`src/rtl/tick_cmp_pkg.sv`:
```
package tick_cmp_pkg;

  typedef enum logic {
    SOFT_TICK    = 1'b0,
    SOFT_SYSTICK = 1'b1
  } soft_sel_e;

  typedef enum logic {
    STOP_COUNT = 1'b0,
    MASK_IRQ   = 1'b1
  } dis_mode_e;

  // Value mask for a w-bit count held in a 64-bit word.
  function automatic logic [63:0] val_mask(input int w);
    return (w >= 64) ? '1 : ((64'd1 << w) - 64'd1);
  endfunction

  // Increment modulo 2^w.
  function automatic logic [63:0] wrap_inc(input logic [63:0] v, input int w);
    return (v + 64'd1) & val_mask(w);
  endfunction

  // A compare value already reached or passed counts as late.
  function automatic logic is_late(input logic [63:0] cmp, input logic [63:0] cnt);
    return cmp <= cnt;
  endfunction

  // Software view of the count: flag sits just above the value.
  function automatic logic [63:0] read_view(input logic flag, input logic [63:0] v, input int w);
    return (v & val_mask(w)) | (64'(flag) << w);
  endfunction

endpackage

```
`src/rtl/tick_cmp_counter.sv`:
```
module tick_cmp_counter
  import tick_cmp_pkg::*;
#(
  parameter int        VAL_W    = 63,
  parameter dis_mode_e DIS_MODE = STOP_COUNT
) (
  input  logic             clk,
  input  logic             rst_n,
  input  logic             tick_en,
  input  logic             wr_count,
  input  logic             wr_limit,
  input  logic             wr_flag,
  input  logic [VAL_W-1:0] wr_val,
  output logic [VAL_W-1:0] cnt_q,
  output logic [VAL_W-1:0] cnt_d,
  output logic             dis_q,
  output logic             dis_d,
  output logic             step
);

  logic        run_ok;
  logic [63:0] inc_w;

  always_comb begin
    dis_d = dis_q;
    if (wr_count || wr_limit) dis_d = wr_flag;
  end

  always_comb begin
    run_ok = (DIS_MODE == MASK_IRQ) || !dis_q;
    step   = tick_en && run_ok && !wr_count;
    inc_w  = wrap_inc(64'(cnt_q), VAL_W);
    if (wr_count)  cnt_d = wr_val;
    else if (step) cnt_d = inc_w[VAL_W-1:0];
    else           cnt_d = cnt_q;
  end

  always_ff @(posedge clk) begin
    if (!rst_n) begin
      cnt_q <= '0;
      dis_q <= 1'b1;
    end else begin
      cnt_q <= cnt_d;
      dis_q <= dis_d;
    end
  end

endmodule

```
`src/rtl/tick_cmp_match.sv`:
```
module tick_cmp_match
  import tick_cmp_pkg::*;
#(
  parameter int VAL_W = 63
) (
  input  logic             clk,
  input  logic             rst_n,
  input  logic             step,
  input  logic             wr_limit,
  input  logic [VAL_W-1:0] wr_val,
  input  logic             dis_d,
  input  logic [VAL_W-1:0] cnt_d,
  output logic             hit,
  output logic             armed_q
);

  logic [VAL_W-1:0] cmp_q;
  logic             late_q;
  logic             ld_arm;

  assign ld_arm = (wr_val != '0) && !dis_d;
  assign hit    = armed_q && step && !wr_limit && (late_q || (cnt_d == cmp_q));

  always_ff @(posedge clk) begin
    if (!rst_n) begin
      cmp_q   <= '0;
      late_q  <= 1'b0;
      armed_q <= 1'b0;
    end else if (wr_limit) begin
      cmp_q   <= wr_val;
      late_q  <= is_late(64'(wr_val), 64'(cnt_d));
      armed_q <= ld_arm;
    end else if (hit) begin
      armed_q <= 1'b0;
      late_q  <= 1'b0;
    end
  end

endmodule

```
`src/rtl/tick_cmp_irq.sv`:
```
module tick_cmp_irq
  import tick_cmp_pkg::*;
#(
  parameter soft_sel_e SOFT_SEL = SOFT_TICK
) (
  input  logic       clk,
  input  logic       rst_n,
  input  logic       hit,
  input  logic       dis_q,
  input  logic       soft_clr,
  output logic       fire,
  output logic [1:0] soft_bits,
  output logic       wake
);

  logic soft_q;

  assign fire = hit && !dis_q;

  always_ff @(posedge clk) begin
    if (!rst_n) begin
      soft_q <= 1'b0;
      wake   <= 1'b0;
    end else begin
      wake <= fire;
      if (fire)          soft_q <= 1'b1;
      else if (soft_clr) soft_q <= 1'b0;
    end
  end

  for (genvar i = 0; i < 2; i++) begin : g_bit
    if (i == int'(SOFT_SEL)) begin : g_drv
      assign soft_bits[i] = soft_q;
    end else begin : g_zero
      assign soft_bits[i] = 1'b0;
    end
  end

endmodule

```
`src/rtl/tick_cmp_timer.sv`:
```
module tick_cmp_timer
  import tick_cmp_pkg::*;
#(
  parameter int        VAL_W    = 63,
  parameter soft_sel_e SOFT_SEL = SOFT_TICK,
  parameter dis_mode_e DIS_MODE = STOP_COUNT,
  localparam int       REG_W    = VAL_W + 1
) (
  input  logic             clk,
  input  logic             rst_n,
  input  logic             tick_en,
  input  logic             wr_count,
  input  logic             wr_limit,
  input  logic [REG_W-1:0] wr_data,
  input  logic             rd_count,
  output logic [REG_W-1:0] rd_data,
  input  logic             soft_clr,
  output logic [1:0]       soft_bits,
  output logic             wake
);

  logic [VAL_W-1:0] cnt_q;
  logic [VAL_W-1:0] cnt_d;
  logic             dis_q;
  logic             dis_d;
  logic             step;
  logic             hit;
  logic             fire;
  logic             armed_q;
  logic [63:0]      view_w;

  tick_cmp_counter #(.VAL_W(VAL_W), .DIS_MODE(DIS_MODE)) u_cnt (
    .clk      (clk),
    .rst_n    (rst_n),
    .tick_en  (tick_en),
    .wr_count (wr_count),
    .wr_limit (wr_limit),
    .wr_flag  (wr_data[REG_W-1]),
    .wr_val   (wr_data[VAL_W-1:0]),
    .cnt_q    (cnt_q),
    .cnt_d    (cnt_d),
    .dis_q    (dis_q),
    .dis_d    (dis_d),
    .step     (step)
  );

  tick_cmp_match #(.VAL_W(VAL_W)) u_match (
    .clk      (clk),
    .rst_n    (rst_n),
    .step     (step),
    .wr_limit (wr_limit),
    .wr_val   (wr_data[VAL_W-1:0]),
    .dis_d    (dis_d),
    .cnt_d    (cnt_d),
    .hit      (hit),
    .armed_q  (armed_q)
  );

  tick_cmp_irq #(.SOFT_SEL(SOFT_SEL)) u_irq (
    .clk       (clk),
    .rst_n     (rst_n),
    .hit       (hit),
    .dis_q     (dis_q),
    .soft_clr  (soft_clr),
    .fire      (fire),
    .soft_bits (soft_bits),
    .wake      (wake)
  );

  assign view_w = read_view(dis_q, 64'(cnt_q), VAL_W);

  always_ff @(posedge clk) begin
    if (!rst_n)        rd_data <= '0;
    else if (rd_count) rd_data <= view_w[REG_W-1:0];
  end

endmodule

```
`config.mk`:
```
export PLATFORM = sky130hd
export DESIGN_NAME = tick_cmp_timer
export DESIGN_NICKNAME = d
export VERILOG_FILES = /design/src/rtl/tick_cmp_pkg.sv /design/src/rtl/tick_cmp_counter.sv /design/src/rtl/tick_cmp_match.sv /design/src/rtl/tick_cmp_irq.sv /design/src/rtl/tick_cmp_timer.sv
export SDC_FILE = /design/constraint.sdc
export NUM_CORES = 1
export LEC_CHECK = 0
export ABC_AREA = 1
export BUFFER_PORTS_ARGS = -buffer_cell sky130_fd_sc_hd__buf_2
export CAP_MARGIN = 40
export CORE_ASPECT_RATIO = 0.5
export CORE_UTILIZATION = 30
export DETAILED_ROUTE_END_ITERATION = 16
export PLACE_DENSITY = 0.42
export REMOVE_ABC_BUFFERS = 1
export SYNTH_ARGS = -nofsm -noshare
export SYNTH_HDL_FRONTEND = slang
export SYNTH_HIERARCHICAL = 1
export SYNTH_SLANG_ARGS = --single-unit
```
`constraint.sdc`:
```
create_clock -name clk -period 3 [get_ports clk]
set_input_delay 0.6 -clock clk [delete_from_list [all_inputs] [get_ports clk]]
set_output_delay 0.6 -clock clk [all_outputs]
set_load 0.03 [all_outputs]
```
==> results_dict.tcl <==
set metrics [dict create \
    die-area_um2 42700 \
    core-area_um2 40800 \
    p_leak_nw 8.68 \
    finalHoldViolations 0 \
    drt-vias-per-instance 4.50 \
    port_buffers 136 \
    drtAntennaViolNets 0 \
    drt_iter0_drc 656 \
    min_delay_path_depth 4 \
    cts_buffers 17 \
    grtUsageTotal_pct 20.9 \
    setup_violations 0 \
    peakVddDrop_mv 0.415 \
    cts_tree "yes" \
    synth_area_um2 12500 \
    fill_cells 4455 \
    clk_latency_ns 0.46 \
    yosysWarnings 6 \
    die_y_um 147 \
    status "finished clean" \
    grt_max_degree 140 \
    vias 13500 \
    fp.dieW_um 291 \
    relSlewSlack_pct 53.5 \
    period_share_pct 99.3 \
    routabilityCongestion 0.875 \
    clock-sinks 195 \
    p_per_area_nw_per_um2 389 \
    cap_viol_max_count 0 \
    worstMarginPinSlew_ns 0.698 \
    cts-root-buf "clkbuf_16" \
    rsz0062_at_grt "true" \
    cts.clk_slew.worst_paths_ns 0.08 \
    rows 52 \
    area_growth_pct 40.9 \
    first_pass_iters 5 \
    cts_buffer_depth 2 \
    overflow 0 \
    finClkSkew_ns 0.0140 \
    rr_worst_depth 20 \
    grt_pass1_vias 12700 \
    grt_pass1_wl_um 69500 \
    num_io_pins 138 \
    worstSetupStartpointType "flop" \
    drc_errors 0 \
    wire_per_inst_um 14.9 \
    antenna_found_initial 0 \
    avgSynthCellArea_um2 6.17 \
    cp_data_required_time_ns 3.39 \
    synth_cells 2033 \
    drive_gt1_share_pct 32.5 \
    h-tree-depth 4 \
    crit_path_end_kind "flop" \
    min_period_ns 2.98 \
    power.total_mw 6.87 \
    crit_fanout 4 \
    cp.arrival_ns 3.37 \
    whs_ns 0.407 \
    slew_viol_final 0 \
    nNetsFinal 2573 \
    fmax_mhz 336 \
    critical_path_class "flop to flop" \
    start_util_pct 30.7 \
    holdCritPathClass "input pin to flop" \
    dp_hpwl_um 33800 \
    postCtsHoldBufs 0 \
    wirelength_um 44700 \
    num_antenna_cells 0 \
]
## critical path, cell delays in order, from the launching register on
cell and delay [ns]:
dfxtp_4 0.37, buf_6 0.10, nand2_4 0.04, nor2_4 0.10, buf_6 0.13, nand2_8 0.06, nor2_8 0.13, nand2_4 0.09
buf_6 0.11, buf_4 0.13, o21ai_2 0.12, o21a_1 0.17, inv_2 0.07, ha_4 0.27, nand2_4 0.05, nor3_4 0.19
buf_6 0.14, nand4_1 0.20, nor3_2 0.22, nor2_1 0.07, a21oi_2 0.15
## metrics by stage
stage / utilization (%) / setup TNS [ns] / worst slack, ns / cell area, µm² / instances
floorplan: - / -0.177 / -0.177 / 12200 / 1968
global placement: 38.4 / -1.15 / -0.347 / 15700 / 2921
detailed placement: 38.4 / -1.07 / -0.369 / 15700 / 2921
CTS: 41.0 / -0.0603 / -0.0313 / 16700 / 2966
global route: 43.3 / -0.319 / -0.129 / 17700 / 2991
finish: 43.3 / 0 / 0.0217 / 17700 / 2991
## power by group
| group | total (mW) | internal, mW | switching (mW) |
|---|---|---|---|
| Clock | 2.27 | 1.08 | 1.19 |
| Sequential | 2.87 | 2.75 | 0.113 |
| Combinational | 1.73 | 0.713 | 1.01 |
## placed cells by master (no fill, tap or decap), types with 10 or more instances in the layout
cell       count
o21ai_1       13
nor2_1       248
nor2_4        27
buf_4        290
dfxtp_2       24
o21ai_0       71
xor2_1        11
nand2_4       12
nand2_1      564
nand2_2       74
buf_2        134
nor2_2        30
inv_1        255
a21oi_1      135
ha_4          20
and2_1        10
ha_1          44
nand3_1       61
buf_12        11
inv_2         44
clkbuf_16     17
buf_6         15
dfxtp_1      164
nand3_2       27
nand4_1       28
nor4_1        15
## layout make-up
class                           count  area, µm²  area share [%]
Inverter                          300       1130            6.39
Multi-Input combinational cell   1473       8100            45.9
Clock buffer                       17        425            2.41
Timing Repair Buffer              451       3250            18.4
Clock inverter                     15        120           0.680
Sequential cell                   195       3960            22.4
Tap cell                          540        676            3.83
## sequential cells by signal, indices dropped and copies added (netlist names)
register         flops
rd_data             64
u_cnt/dis_q          1
u_match/cmp_q       63
u_match/armed_q      1
u_cnt/cnt_q         63
u_irq/wake           1
u_match/late_q       1
u_irq/soft_q         1
## what timing repair did
item	CTS	global route
pin swaps	60	109
endpoints found under the setup margin	4	4
gates resized for setup	100	203
setup buffers	13	25
## path summary, 6_finish.rpt
path | start | to | slack, ns
worst max-delay path | u_cnt/cnt_q[0] | u_match/late_q | 0.02
worst min-delay path | soft_clr | u_irq/soft_q | 0.41
worst max register to register | u_cnt/cnt_q[0] | u_match/late_q | 0.02
worst min register to register | rd_data[8] | rd_data[8] | 0.47
## routing by layer
metal	share of wire [%]	track usage, %	vias to the layer above
met4	0.88	3.70	0
met3	4.0	3.33	26
met2	43	32.8	183
met1	52	30.3	6095
met5	0	0	-
li1	-	-	7149
(Power assumes the default switching activity.)
